===== src/rtl/bcs_pkg.sv =====
package bcs_pkg;

   localparam int MODE_W = 12;

   typedef struct packed {
      logic [1:0] len_log;   // log2 of finite length (0..3)
      logic       full;      // whole-page burst
      logic       il;        // interleaved order
      logic       wr_single; // writes are one beat
   } bcs_mode_t;

endpackage


===== src/rtl/bcs_mode_reg.sv =====
module bcs_mode_reg
   import bcs_pkg::*;
(
   input  logic              clk,
   input  logic              rst_n,
   input  logic              cke,
   input  logic              load,
   input  logic [MODE_W-1:0] word,
   output bcs_mode_t         mode
);

   bcs_mode_t dec;

   always_comb begin
      dec           = '0;
      dec.il        = word[3];
      dec.wr_single = word[9];
      case (word[2:0])
         3'b000:  dec.len_log = 2'd0;
         3'b001:  dec.len_log = 2'd1;
         3'b010:  dec.len_log = 2'd2;
         3'b011:  dec.len_log = 2'd3;
         3'b111:  dec.full    = 1'b1;
         default: dec.len_log = 2'd0;
      endcase
   end

   always_ff @(posedge clk) begin
      if (!rst_n)
         mode <= '0;
      else if (cke && load)
         mode <= dec;
   end

   AST_MODE_FROZEN: assert property (@(posedge clk) disable iff (!rst_n)
      !cke |=> $stable(mode));

   AST_MODE_KEEP: assert property (@(posedge clk) disable iff (!rst_n)
      cke && !load |=> $stable(mode));

endmodule


===== src/rtl/bcs_beat_ctr.sv =====
module bcs_beat_ctr
   import bcs_pkg::*;
#(
   parameter int COL_W = 9
) (
   input  logic             clk,
   input  logic             rst_n,
   input  logic             cke,
   input  logic             start,
   input  logic             stop,
   input  logic             is_write,
   input  logic [COL_W-1:0] start_col,
   input  bcs_mode_t        mode,
   output logic [COL_W-1:0] base,
   output logic [COL_W-1:0] cnt,
   output logic [COL_W-1:0] mask,
   output logic             il,
   output logic             full,
   output logic             valid,
   output logic             last
);

   localparam logic [COL_W-1:0] ONE  = {{(COL_W-1){1'b0}}, 1'b1};
   localparam logic [COL_W-1:0] ONES = {COL_W{1'b1}};

   logic             one_beat;
   logic             nx_full;
   logic [COL_W-1:0] nx_mask;

   always_comb begin
      one_beat = is_write && mode.wr_single;
      nx_full  = mode.full && !one_beat;
      if (nx_full)
         nx_mask = ONES;
      else if (one_beat)
         nx_mask = '0;
      else
         nx_mask = (ONE << mode.len_log) - ONE;
   end

   assign last = valid && !full && (cnt == mask);

   always_ff @(posedge clk) begin
      if (!rst_n) begin
         base  <= '0;
         cnt   <= '0;
         mask  <= '0;
         il    <= 1'b0;
         full  <= 1'b0;
         valid <= 1'b0;
      end else if (cke) begin
         if (start) begin
            base  <= start_col;
            cnt   <= '0;
            mask  <= nx_mask;
            il    <= mode.il && !nx_full;
            full  <= nx_full;
            valid <= 1'b1;
         end else if (valid) begin
            if ((stop && !full) || last)
               valid <= 1'b0;
            else
               cnt <= cnt + ONE;
         end
      end
   end

   AST_FULL_NO_LAST: assert property (@(posedge clk) disable iff (!rst_n)
      valid && full |-> !last);

   AST_ADVANCE: assert property (@(posedge clk) disable iff (!rst_n)
      valid && cke && !start && !stop && !last |=> valid && (cnt == $past(cnt) + ONE));

   AST_STOP_ENDS: assert property (@(posedge clk) disable iff (!rst_n)
      valid && cke && stop && !start && !full |=> !valid);

   AST_START_BEAT0: assert property (@(posedge clk) disable iff (!rst_n)
      cke && start |=> valid && (cnt == '0));

endmodule


===== src/rtl/bcs_col_map.sv =====
module bcs_col_map #(
   parameter int COL_W = 9
) (
   input  logic             clk,
   input  logic             rst_n,
   input  logic             valid,
   input  logic [COL_W-1:0] base,
   input  logic [COL_W-1:0] cnt,
   input  logic [COL_W-1:0] mask,
   input  logic             il,
   output logic [COL_W-1:0] col
);

   logic [COL_W-1:0] seq_col;
   logic [COL_W-1:0] xor_col;

   always_comb begin
      seq_col = (base & ~mask) | ((base + cnt) & mask);
      xor_col = base ^ cnt;
      col     = il ? xor_col : seq_col;
   end

   AST_IN_BLOCK: assert property (@(posedge clk) disable iff (!rst_n)
      valid |-> (((col ^ base) & ~mask) == '0));

endmodule


===== src/rtl/burst_col_seq.sv =====
module burst_col_seq
   import bcs_pkg::*;
#(
   parameter int COL_W = 9
) (
   input  logic              clk,
   input  logic              rst_n,
   input  logic              cke,
   input  logic              mode_load,
   input  logic [MODE_W-1:0] mode_word,
   input  logic              start,
   input  logic              is_write,
   input  logic [COL_W-1:0]  start_col,
   input  logic              stop,
   output logic [COL_W-1:0]  col,
   output logic              valid,
   output logic              last
);

   generate
      if (COL_W < 3 || COL_W > 16) begin : g_bad_width
         $error("burst_col_seq: COL_W must lie in 3..16");
      end
   endgenerate

   bcs_mode_t        mode;
   logic [COL_W-1:0] base;
   logic [COL_W-1:0] cnt;
   logic [COL_W-1:0] mask;
   logic             il;
   logic             full;

   bcs_mode_reg u_mode (
      .clk   (clk),
      .rst_n (rst_n),
      .cke   (cke),
      .load  (mode_load),
      .word  (mode_word),
      .mode  (mode)
   );

   bcs_beat_ctr #(.COL_W(COL_W)) u_ctr (
      .clk       (clk),
      .rst_n     (rst_n),
      .cke       (cke),
      .start     (start),
      .stop      (stop),
      .is_write  (is_write),
      .start_col (start_col),
      .mode      (mode),
      .base      (base),
      .cnt       (cnt),
      .mask      (mask),
      .il        (il),
      .full      (full),
      .valid     (valid),
      .last      (last)
   );

   bcs_col_map #(.COL_W(COL_W)) u_map (
      .clk   (clk),
      .rst_n (rst_n),
      .valid (valid),
      .base  (base),
      .cnt   (cnt),
      .mask  (mask),
      .il    (il),
      .col   (col)
   );

   AST_FREEZE: assert property (@(posedge clk) disable iff (!rst_n)
      !cke |=> $stable(col) && $stable(valid) && $stable(last));

   AST_END_AFTER_LAST: assert property (@(posedge clk) disable iff (!rst_n)
      last && cke && !start |=> !valid);

   AST_LAST_VALID: assert property (@(posedge clk) disable iff (!rst_n)
      last |-> valid);

endmodule


===== config.mk =====
export PLATFORM = sky130hd
export DESIGN_NAME = burst_col_seq
export DESIGN_NICKNAME = d
export VERILOG_FILES = /design/src/rtl/bcs_pkg.sv /design/src/rtl/bcs_mode_reg.sv /design/src/rtl/bcs_beat_ctr.sv /design/src/rtl/bcs_col_map.sv /design/src/rtl/burst_col_seq.sv
export SDC_FILE = /design/constraint.sdc
export NUM_CORES = 1
export LEC_CHECK = 0
export ABC_AREA = 1
export BUFFER_PORTS_ARGS = -buffer_cell sky130_fd_sc_hd__buf_2
export CAP_MARGIN = 40
export CORE_ASPECT_RATIO = 0.5
export CORE_MARGIN = 4
export CORE_UTILIZATION = 54
export DETAILED_ROUTE_END_ITERATION = 8
export PLACE_DENSITY = 0.83
export SLEW_MARGIN = 20
export SYNTH_ARGS = -nofsm -noshare
export SYNTH_HDL_FRONTEND = slang
export SYNTH_SLANG_ARGS = --single-unit

===== constraint.sdc =====
create_clock -name clk -period 3.73 [get_ports clk]
set_input_delay 0.5595 -clock clk [delete_from_list [all_inputs] [get_ports clk]]
set_output_delay 0.5595 -clock clk [all_outputs]
set_load 0.005 [all_outputs]

[After elaboration in Yosys (flattened, before gate mapping)]
Index checks and enable logic that the tools add are counted.
Operators by class
  add/subtract/negate cells: 3
  equality and inequality tests: 6
  shift-type cells: 1
  muxes and demuxes: 11
  bitwise logic cells: 5
  reduce and logical (&&, ||, !) cells: 14
Operators with widths (count)
  $mux W9: 6
  $and A9 B9 Y9: 2
  $add A9 B1 Y9 const B: 1
  $add A9 B9 Y9: 1
  $eq A9 B9 Y1: 1
  $not A9 Y9: 1
  $or A9 B9 Y9: 1
  $shl A1 B2 Y9 const A: 1
  $sub A9 B1 Y9 const B: 1
  $xor A9 B9 Y9: 1
  $logic_and A1 B1 Y1: 7
  $eq A3 B2 Y1 const B: 2
  $pmux W2 S3: 1
  $mux W1: 4
  $eq A3 B1 Y1 const B: 1
  $eq A3 B3 Y1 const B: 1
  $logic_not A1 Y1: 3
  $reduce_and A3 Y1: 1
  $ne A2 B2 Y1 const B: 1
  $reduce_and A2 Y1: 1
  $reduce_bool A2 Y1: 1
  $logic_or A1 B1 Y1: 1
Storage, ports and cells
  register bits: 35
  bits of input ports: 28
  output and inout bits: 11
  word-level logic and storage cells: 50

[Depth between registers and ports, before layout]
Gate-level depths: netlist (run 1).
  depth in word-level cells: 7
  gate-level depth with buffers: 12
  mapped depth without buffers: 12

[Hierarchy]
From an unflattened synthesis (run 1), not the netlist that was laid out.
Unflattened totals
  cells, all modules: 370
  area total of the unflattened synthesis: 2284.7 um2
By module, submodules not included
  bcs_beat_ctr: times used 1, cells an instance 217, area each 1448.9 um2, sequential area each 560.5 um2
  bcs_col_map: times used 1, cells an instance 122, area each 621.8 um2, sequential area each 0.0 um2
  bcs_mode_reg: times used 1, cells an instance 31, area each 214.0 um2, sequential area each 100.1 um2

[Worst setup path after synthesis (run 1)]
Ideal clock, no wire load.
  kind: register to output
  start point: reg u_ctr.cnt[0]
  end point: out col[6]
  arrival: 1.706 ns
  required time: 3.171 ns
  setup slack: 1.464 ns
  stages on the path, launching flop included: 12
  path buffers: 0
  cells stage by stage: dfxtp_1 -> ha_1 -> inv_1 -> fa_1 -> inv_1 -> nand3_1 -> nand2_1 -> a21oi_1 -> or2_2 -> nand3_1 -> nand2_1 -> o21ai_0
Between the ends
  word-level cells in the longest chain between the ends: 4
RTL lines
  start, declared: line bcs_beat_ctr.sv:15  | output logic [COL_W-1:0] cnt,
  start signal, assigned: line bcs_beat_ctr.sv:63  | cnt <= cnt + ONE;
  $add A9 B9 Y9: line bcs_col_map.sv:18  | seq_col = (base & ~mask) | ((base + cnt) & mask);
  $and A9 B9 Y9: line bcs_col_map.sv:18
  $or A9 B9 Y9: line bcs_col_map.sv:18
  $mux W9: line bcs_col_map.sv:20  | col = il ? xor_col : seq_col;
  end, declared: line burst_col_seq.sv:15  | output logic [COL_W-1:0] col,
No other way between the ends.

[Worst setup path in the final report (run 1)]
Ends and elaborated chain as after synthesis.

==> results of run 1 <==
==> critical path, cell delays in order, from the launching register on <==
cell	delay [ns]
dfxtp_1	0.40
ha_1	0.20
inv_1	0.06
fa_1	0.39
inv_1	0.09
nand3_1	0.11
nand2_1	0.16
a21oi_1	0.09
or2_2	0.28
nand3_1	0.07
nand2_1	0.05
o21ai_0	0.07
buf_2	0.14
==> stage by stage <==
step	setup slack (ns)	util (%)	total power [mW]	instance area (µm²)	instances
floorplan	1.46	-	0.464	2160	337
global placement	1.19	64.5	0.499	2350	411
detailed placement	1.15	64.5	0.505	2350	411
CTS	0.775	67.4	0.838	2450	418
global route	0.506	67.8	0.878	2470	419
finish	0.765	67.8	0.840	2470	419
==> state kept, by name, indices dropped and copies added, names as in the netlist <==
register,cells
u_ctr.valid,1
u_ctr.il,1
u_ctr.mask,7
u_ctr.base,9
u_ctr.full,1
u_ctr.cnt,9
u_mode.mode,5
==> cell usage in the layout (no fill, tap or decap), drive strengths merged <==
master | Yosys | routed
o21ai | 32 | 32
nor3b | 2 | 2
o21bai | 2 | 2
nor3 | 2 | 2
o221ai | 1 | 1
nand2 | 75 | 75
a211oi | 1 | 1
mux2 | 1 | 1
nor2 | 43 | 43
clkbuf | 5 | 5
or2 | 5 | 5
a21oi | 27 | 27
ha | 11 | 11
buf | 4 | 33
nand3 | 26 | 26
nand4 | 3 | 3
a31oi | 1 | 1
o22ai | 6 | 6
xnor2 | 3 | 3
dfxtp | 33 | 33
fa | 1 | 1
inv | 50 | 50
clkinv | 1 | 2
bufinv | 0 | 1
xor2 | 2 | 2
==> kinds of logic (layout without fill, tap and decap cells) <==
family | Yosys count | after routing | share of synthesized area, %
multiplexers | 1 | 1 | 0.520
adder cells (fa/ha/maj) | 12 | 12 | 7.29
XOR/XNOR | 5 | 5 | 2.02
buffers and inverters | 60 | 91 | 10.7
AO/OA/AOI/OAI | 70 | 70 | 17.8
AND/OR/NAND/NOR | 156 | 156 | 31.1
flip-flops | 33 | 33 | 30.5
==> power by group through the flow <==
| stage | combinational (mW) | clock (mW) | sequential [mW] |
|---|---|---|---|
| after floorplan | 0.0815 | 0 | 0.382 |
| after global placement | 0.113 | 0 | 0.387 |
| after detailed placement | 0.117 | 0 | 0.387 |
| after CTS | 0.119 | 0.340 | 0.379 |
| after global routing | 0.137 | 0.360 | 0.382 |
| final | 0.121 | 0.340 | 0.380 |
==> worst max-delay path by stage <==
stage	depth (start not counted)	start	to	slack, ns
finish	12	u_ctr.cnt[0]$_SDFFE_PN0P_	col[6]	0.76
global route	12	u_ctr.cnt[0]$_SDFFE_PN0P_	col[6]	0.51
detailed placement	12	u_ctr.cnt[0]$_SDFFE_PN0P_	col[6]	1.15
CTS	12	u_ctr.cnt[0]$_SDFFE_PN0P_	col[6]	0.77
global placement	12	u_ctr.cnt[0]$_SDFFE_PN0P_	col[6]	1.19
floorplan	11	u_ctr.cnt[0]$_SDFFE_PN0P_	col[6]	1.46
==> routing by layer <==
metal | up-vias | GRT usage, % | wire [µm]
met5 | - | 0 | 0
met4 | 0 | 11.7 | 120
met3 | 17 | 6.11 | 512
met2 | 99 | 37.9 | 2440
met1 | 1005 | 29.0 | 2570
li1 | 1153 | - | -
==> layout make-up <==
cell class / count / area [µm²] / share of cell area, %
multi-input cells: 244 / 1270 / 51.5
clock buffers: 5 / 68.8 / 2.79
repair buffers: 33 / 178 / 7.20
clock inverters: 2 / 35.0 / 1.42
inverters: 51 / 191 / 7.75
well taps: 51 / 63.8 / 2.58
flip-flops and latches: 33 / 661 / 26.8
==> metrics.yaml, run 1 <==
status: "complete, no violations"
grt_max_degree: 25
worst_hold_slack_ns: 0.495
tns_ns: 0
netlist_area_um2: 2160
fin_skew_ns: 0.00674
min_from: "u_mode.mode[0]$_SDFFE_PN0P_"
grt_remaining_overflow: 0
gp_congestion: 0.861
p_per_area_nw_per_um2: 340
ant_nets: 0
dp_hpwl_um: 4060
wl_per_cell_um: 13.5
synth_seq_cells: 33
timing.rr.end: "u_ctr.cnt[3]$_SDFFE_PN0P_"
synth_nets: 377
crit_required_ns: 3.17
firstDrtPassIters: 5
cts.repair.resized: 0
rsz0062_at_grt: "no"
cts_root_buf: "clkbuf_8"
synthDistinctLibCells: 34
leakage_nw: 1.16
drive_above_1_share_pct: 15.2
die_x_um: 97.5
portBuffers: 31
p_seq_share_pct: 45.2
wirelength_um: 5650
clock_path_buffers: 2
min_path_type: "reg2reg"
maxCapViolCount: 0
die_h_um: 52.8
drc: 0
swShare_pct: 27.4
antenna_found_initial: 0
clk_latency_ns: 0.30
p_comb_share_pct: 14.4
ys_top_cells_by_area: "dfxtp_1 (31%), nand2_1 (13%), inv_1 (8.5%), nor2_1 (6.8%), o21ai_0 (6.7%)"
netlist_top_cells_count: "nand2_1 (73), inv_1 (49), nor2_1 (39)"
avgSynthCellArea_um2: 6.42
coreArea_um2: 3640
maxSlewHeadroom_pct: 66.5
worst_pin_slew_ns: 0.502
start_util_pct: 59.4
syn_inst: 337
cts.sinks: 33
ff2ff_setup_slack_ns: 2.04
maxSlewViolCount: 0
row_count: 15
track_usage_pct: 23.3
fmax_mhz: 337
ys_seq_area_share_pct: 30.5
cts_made_buffers: 5
async_flop_share_pct: 0
synth_edf_count: 0
holdBufCountCts: 0
worstReg2RegStart: "u_ctr.mask[6]$_SDFFE_PN0P_"
end_kind: "primary output"
hold_viol: 0
synth_top_area_share_pct: 30.5
cp_max_fo: 5
nNetsFinal: 408
power.switching_uw: 230
via_count: 2274
internal-power_uw: 610
fin_crit_ns: 2.97
first_global_vias: 2111
post-cts-setup-buffers: 0
ys.flop_type: "dfxtp_1"
arrival_ns: 2.41
cts_tree: "yes"
startpoint_type: "flip-flop"
whs_path_depth: 2
synth_area_leader_cell: "dfxtp_1"
avgViaCountPerCell: 5.43
pin_count: 39
clkPwrFrac_pct: 40.5
fill_cells: 347
grt_first_pass_wirelength_um: 9400
diodes: 0
ir_worst_vdd_mv: 0.229
ys_warn_count: 0
cts_max_level: 2
min_to: "u_mode.mode[0]$_SDFFE_PN0P_"
area_growth_syn_to_layout_pct: 14.1
setup_violations: 0
synth_most_common_cell: "nand2_1"
die_area_um2: 5140
reg2reg_depth: 7
min_period_over_period_pct: 79.5
drtIter0Drc: 116
clk_pin_slew_ns: 0.07
path_class: "reg2out"
(Power assumes the default switching activity.)
==> run 2: changes to the inputs <==
--- a/config.mk
+++ b/config.mk
@@ -10,9 +10,9 @@
 export CAP_MARGIN = 40
 export CORE_ASPECT_RATIO = 0.5
 export CORE_MARGIN = 4
-export CORE_UTILIZATION = 54
+export CORE_UTILIZATION = 50
 export DETAILED_ROUTE_END_ITERATION = 8
-export PLACE_DENSITY = 0.83
+export PLACE_DENSITY = 0.81
 export SLEW_MARGIN = 20
 export SYNTH_ARGS = -nofsm -noshare
 export SYNTH_HDL_FRONTEND = slang
==> constraint.sdc (replaced) <==
create_clock -name clk -period 2.6 [get_ports clk]
set_input_delay 0.39 -clock clk [delete_from_list [all_inputs] [get_ports clk]]
set_output_delay 0.39 -clock clk [all_outputs]
set_load 0.005 [all_outputs]
==> run 2 against run 1 <==
Effect of this change: cell count grew 1.7%; flip-flop and latch count stayed put; worst hold slack lost 0.16 ns; routed wire length decreased by 5.4%; non-clock buffer count increased by 3; critical path depth up 2; critical path type unchanged; largest cell class unchanged.
==> metrics.yaml, run 2 (same netlist as run 1, synthesis figures left out) <==
status: "complete, no violations"
largestRegisters: "u_ctr.base x9, u_ctr.cnt x9, u_ctr.mask x7"
cts_root_buf: "clkbuf_8"
utilization_pct: 62.7
cp_max_fo: 3
pin_count: 39
diodes: 0
maxSlewHeadroom_pct: 68.8
fin_skew_ns: 0.00437
tns_ns: 0
drtIter0Drc: 148
rsz0062_at_grt: "yes"
antenna_found_initial: 0
clk_latency_ns: 0.30
die_h_um: 54.5
grt_max_degree: 24
internal-power_uw: 780
nNetsFinal: 411
cp-startpoint: "u_ctr.cnt[0]$_SDFFE_PN0P_"
dp_hpwl_um: 4060
clock_path_buffers: 2
p_seq_share_pct: 49.3
cts_max_level: 2
crit_required_ns: 2.21
area_growth_syn_to_layout_pct: 16.7
grt_remaining_overflow: 0
fmax_mhz: 404
cts_tree: "yes"
leakage_nw: 1.17
path_class: "reg2out"
cts.sinks: 33
p_comb_share_pct: 15.6
startpoint_type: "flip-flop"
ant_nets: 0
track_usage_pct: 21.4
instances_no_fill: 426
p_per_area_nw_per_um2: 437
end_kind: "primary output"
arrival_ns: 2.08
maxCapViolCount: 0
clk_pin_slew_ns: 0.07
die_x_um: 101
hold_viol: 0
worst_pin_slew_ns: 0.467
portBuffers: 31
coreArea_um2: 4020
setup_violations: 0
grt_first_pass_wirelength_um: 9070
worstReg2RegStart: "u_ctr.mask[6]$_SDFFE_PN0P_"
fin_area_um2: 2520
wl_per_cell_um: 12.5
p_total_mw: 1.10
drive_above_1_share_pct: 19.4
maxSlewViolCount: 0
cts_made_buffers: 5
final_cell_mix: "nand2_1 (71), inv_1 (47), nor2_1 (39)"
place_area_um2: 2360
start_util_pct: 53.8
min_path_type: "in2reg"
first_global_vias: 2071
wirelength_um: 5340
dp.cells: 415
final_common_cell: "nand2_1"
drc: 0
min_from: "start_col[2]"
gp_congestion: 0.932
ir_worst_vdd_mv: 0.375
avgViaCountPerCell: 5.29
power.switching_uw: 323
fin_crit_ns: 2.47
row_count: 16
clkPwrFrac_pct: 35.1
firstDrtPassIters: 5
min_period_over_period_pct: 95.1
die_area_um2: 5510
via_count: 2253
swShare_pct: 29.3
-- run 2: cell types whose count changed in the layout (fill, tap and decap cells not counted), sizes merged --
| cell | before | now |
|---|---|---|
| clkinv | 2 | 3 |
| bufinv | 1 | 0 |
| buf | 33 | 36 |
| clkinvlp | 0 | 1 |
-- run 2: path summary, 6_finish.rpt --
| path | endpoint | slack (ns) | cells after the start |
|---|---|---|---|
| worst max register to register | u_ctr.cnt[2]$_SDFFE_PN0P_ | 0.93 | 7 |
| worst min-delay path | u_ctr.base[2]$_SDFFE_PN0P_ | 0.34 | 3 |
| worst max-delay path | col[8] | 0.13 | 14 |
| worst min register to register | u_mode.mode[1]$_SDFFE_PN0P_ | 0.49 | 2 |
-- run 2: cell type report --
| type | count | area (µm²) |
|---|---|---|
| clock buffer | 5 | 68.8 |
| clock inverter | 3 | 17.5 |
| fill | 387 | 1500 |
| inverter | 51 | 191 |
| multi-input combinational | 244 | 1320 |
| sequential | 33 | 667 |
| tap | 54 | 67.6 |
| timing repair buffer | 36 | 196 |
-- run 2: through the flow --
| stage | hold slack (ns) | setup slack (ns) |
|---|---|---|
| after CTS | 0.335 | 0.00161 |
| final | 0.337 | 0.127 |
| after detailed placement | 0.481 | 0.172 |
| after global routing | 0.354 | -0.0170 |
| after global placement | 0.468 | 0.236 |
| after floorplan | 0.455 | 0.504 |
-- run 2: power by group through the flow --
| stage | Combinational [mW] | Clock, mW | Sequential, mW |
|---|---|---|---|
| finish | 0.172 | 0.387 | 0.544 |
| global route | 0.198 | 0.422 | 0.547 |
| CTS | 0.168 | 0.398 | 0.544 |
| detailed placement | 0.167 | 0 | 0.556 |
| global placement | 0.162 | 0 | 0.555 |
| floorplan | 0.117 | 0 | 0.548 |
-- run 2: repair_timing --
item	in CTS	in global routing
buffers inserted	2	1
endpoints found under the setup margin	2	3
pin swaps	1	5
gates resized for setup	5	14
endpoints found under the hold margin	0	0
hold buffers	0	0
-- run 2: worst max-delay path, stage by stage, from the launching register on --
cell,delay [ns]
dfxtp_4,0.37
ha_4,0.14
inv_2,0.04
fa_2,0.37
inv_2,0.07
nand3_2,0.08
nand2_2,0.12
buf_6,0.11
nand3_4,0.05
nand2_2,0.05
nand2_1,0.04
nand3_1,0.07
nand3_1,0.08
o21ai_1,0.07
buf_2,0.13
-- run 2: routing by layer --
layer | routed length (µm) | vias up | part of all wire, % | GRT usage, %
met1 | 2660 | 1011 | 50 | 28.1
met2 | 2280 | 72 | 43 | 34.7
met3 | 332 | 8 | 6.2 | 4.33
met5 | 0 | - | 0 | 0
li1 | - | 1162 | - | -
met4 | 73 | 0 | 1.4 | 9.71
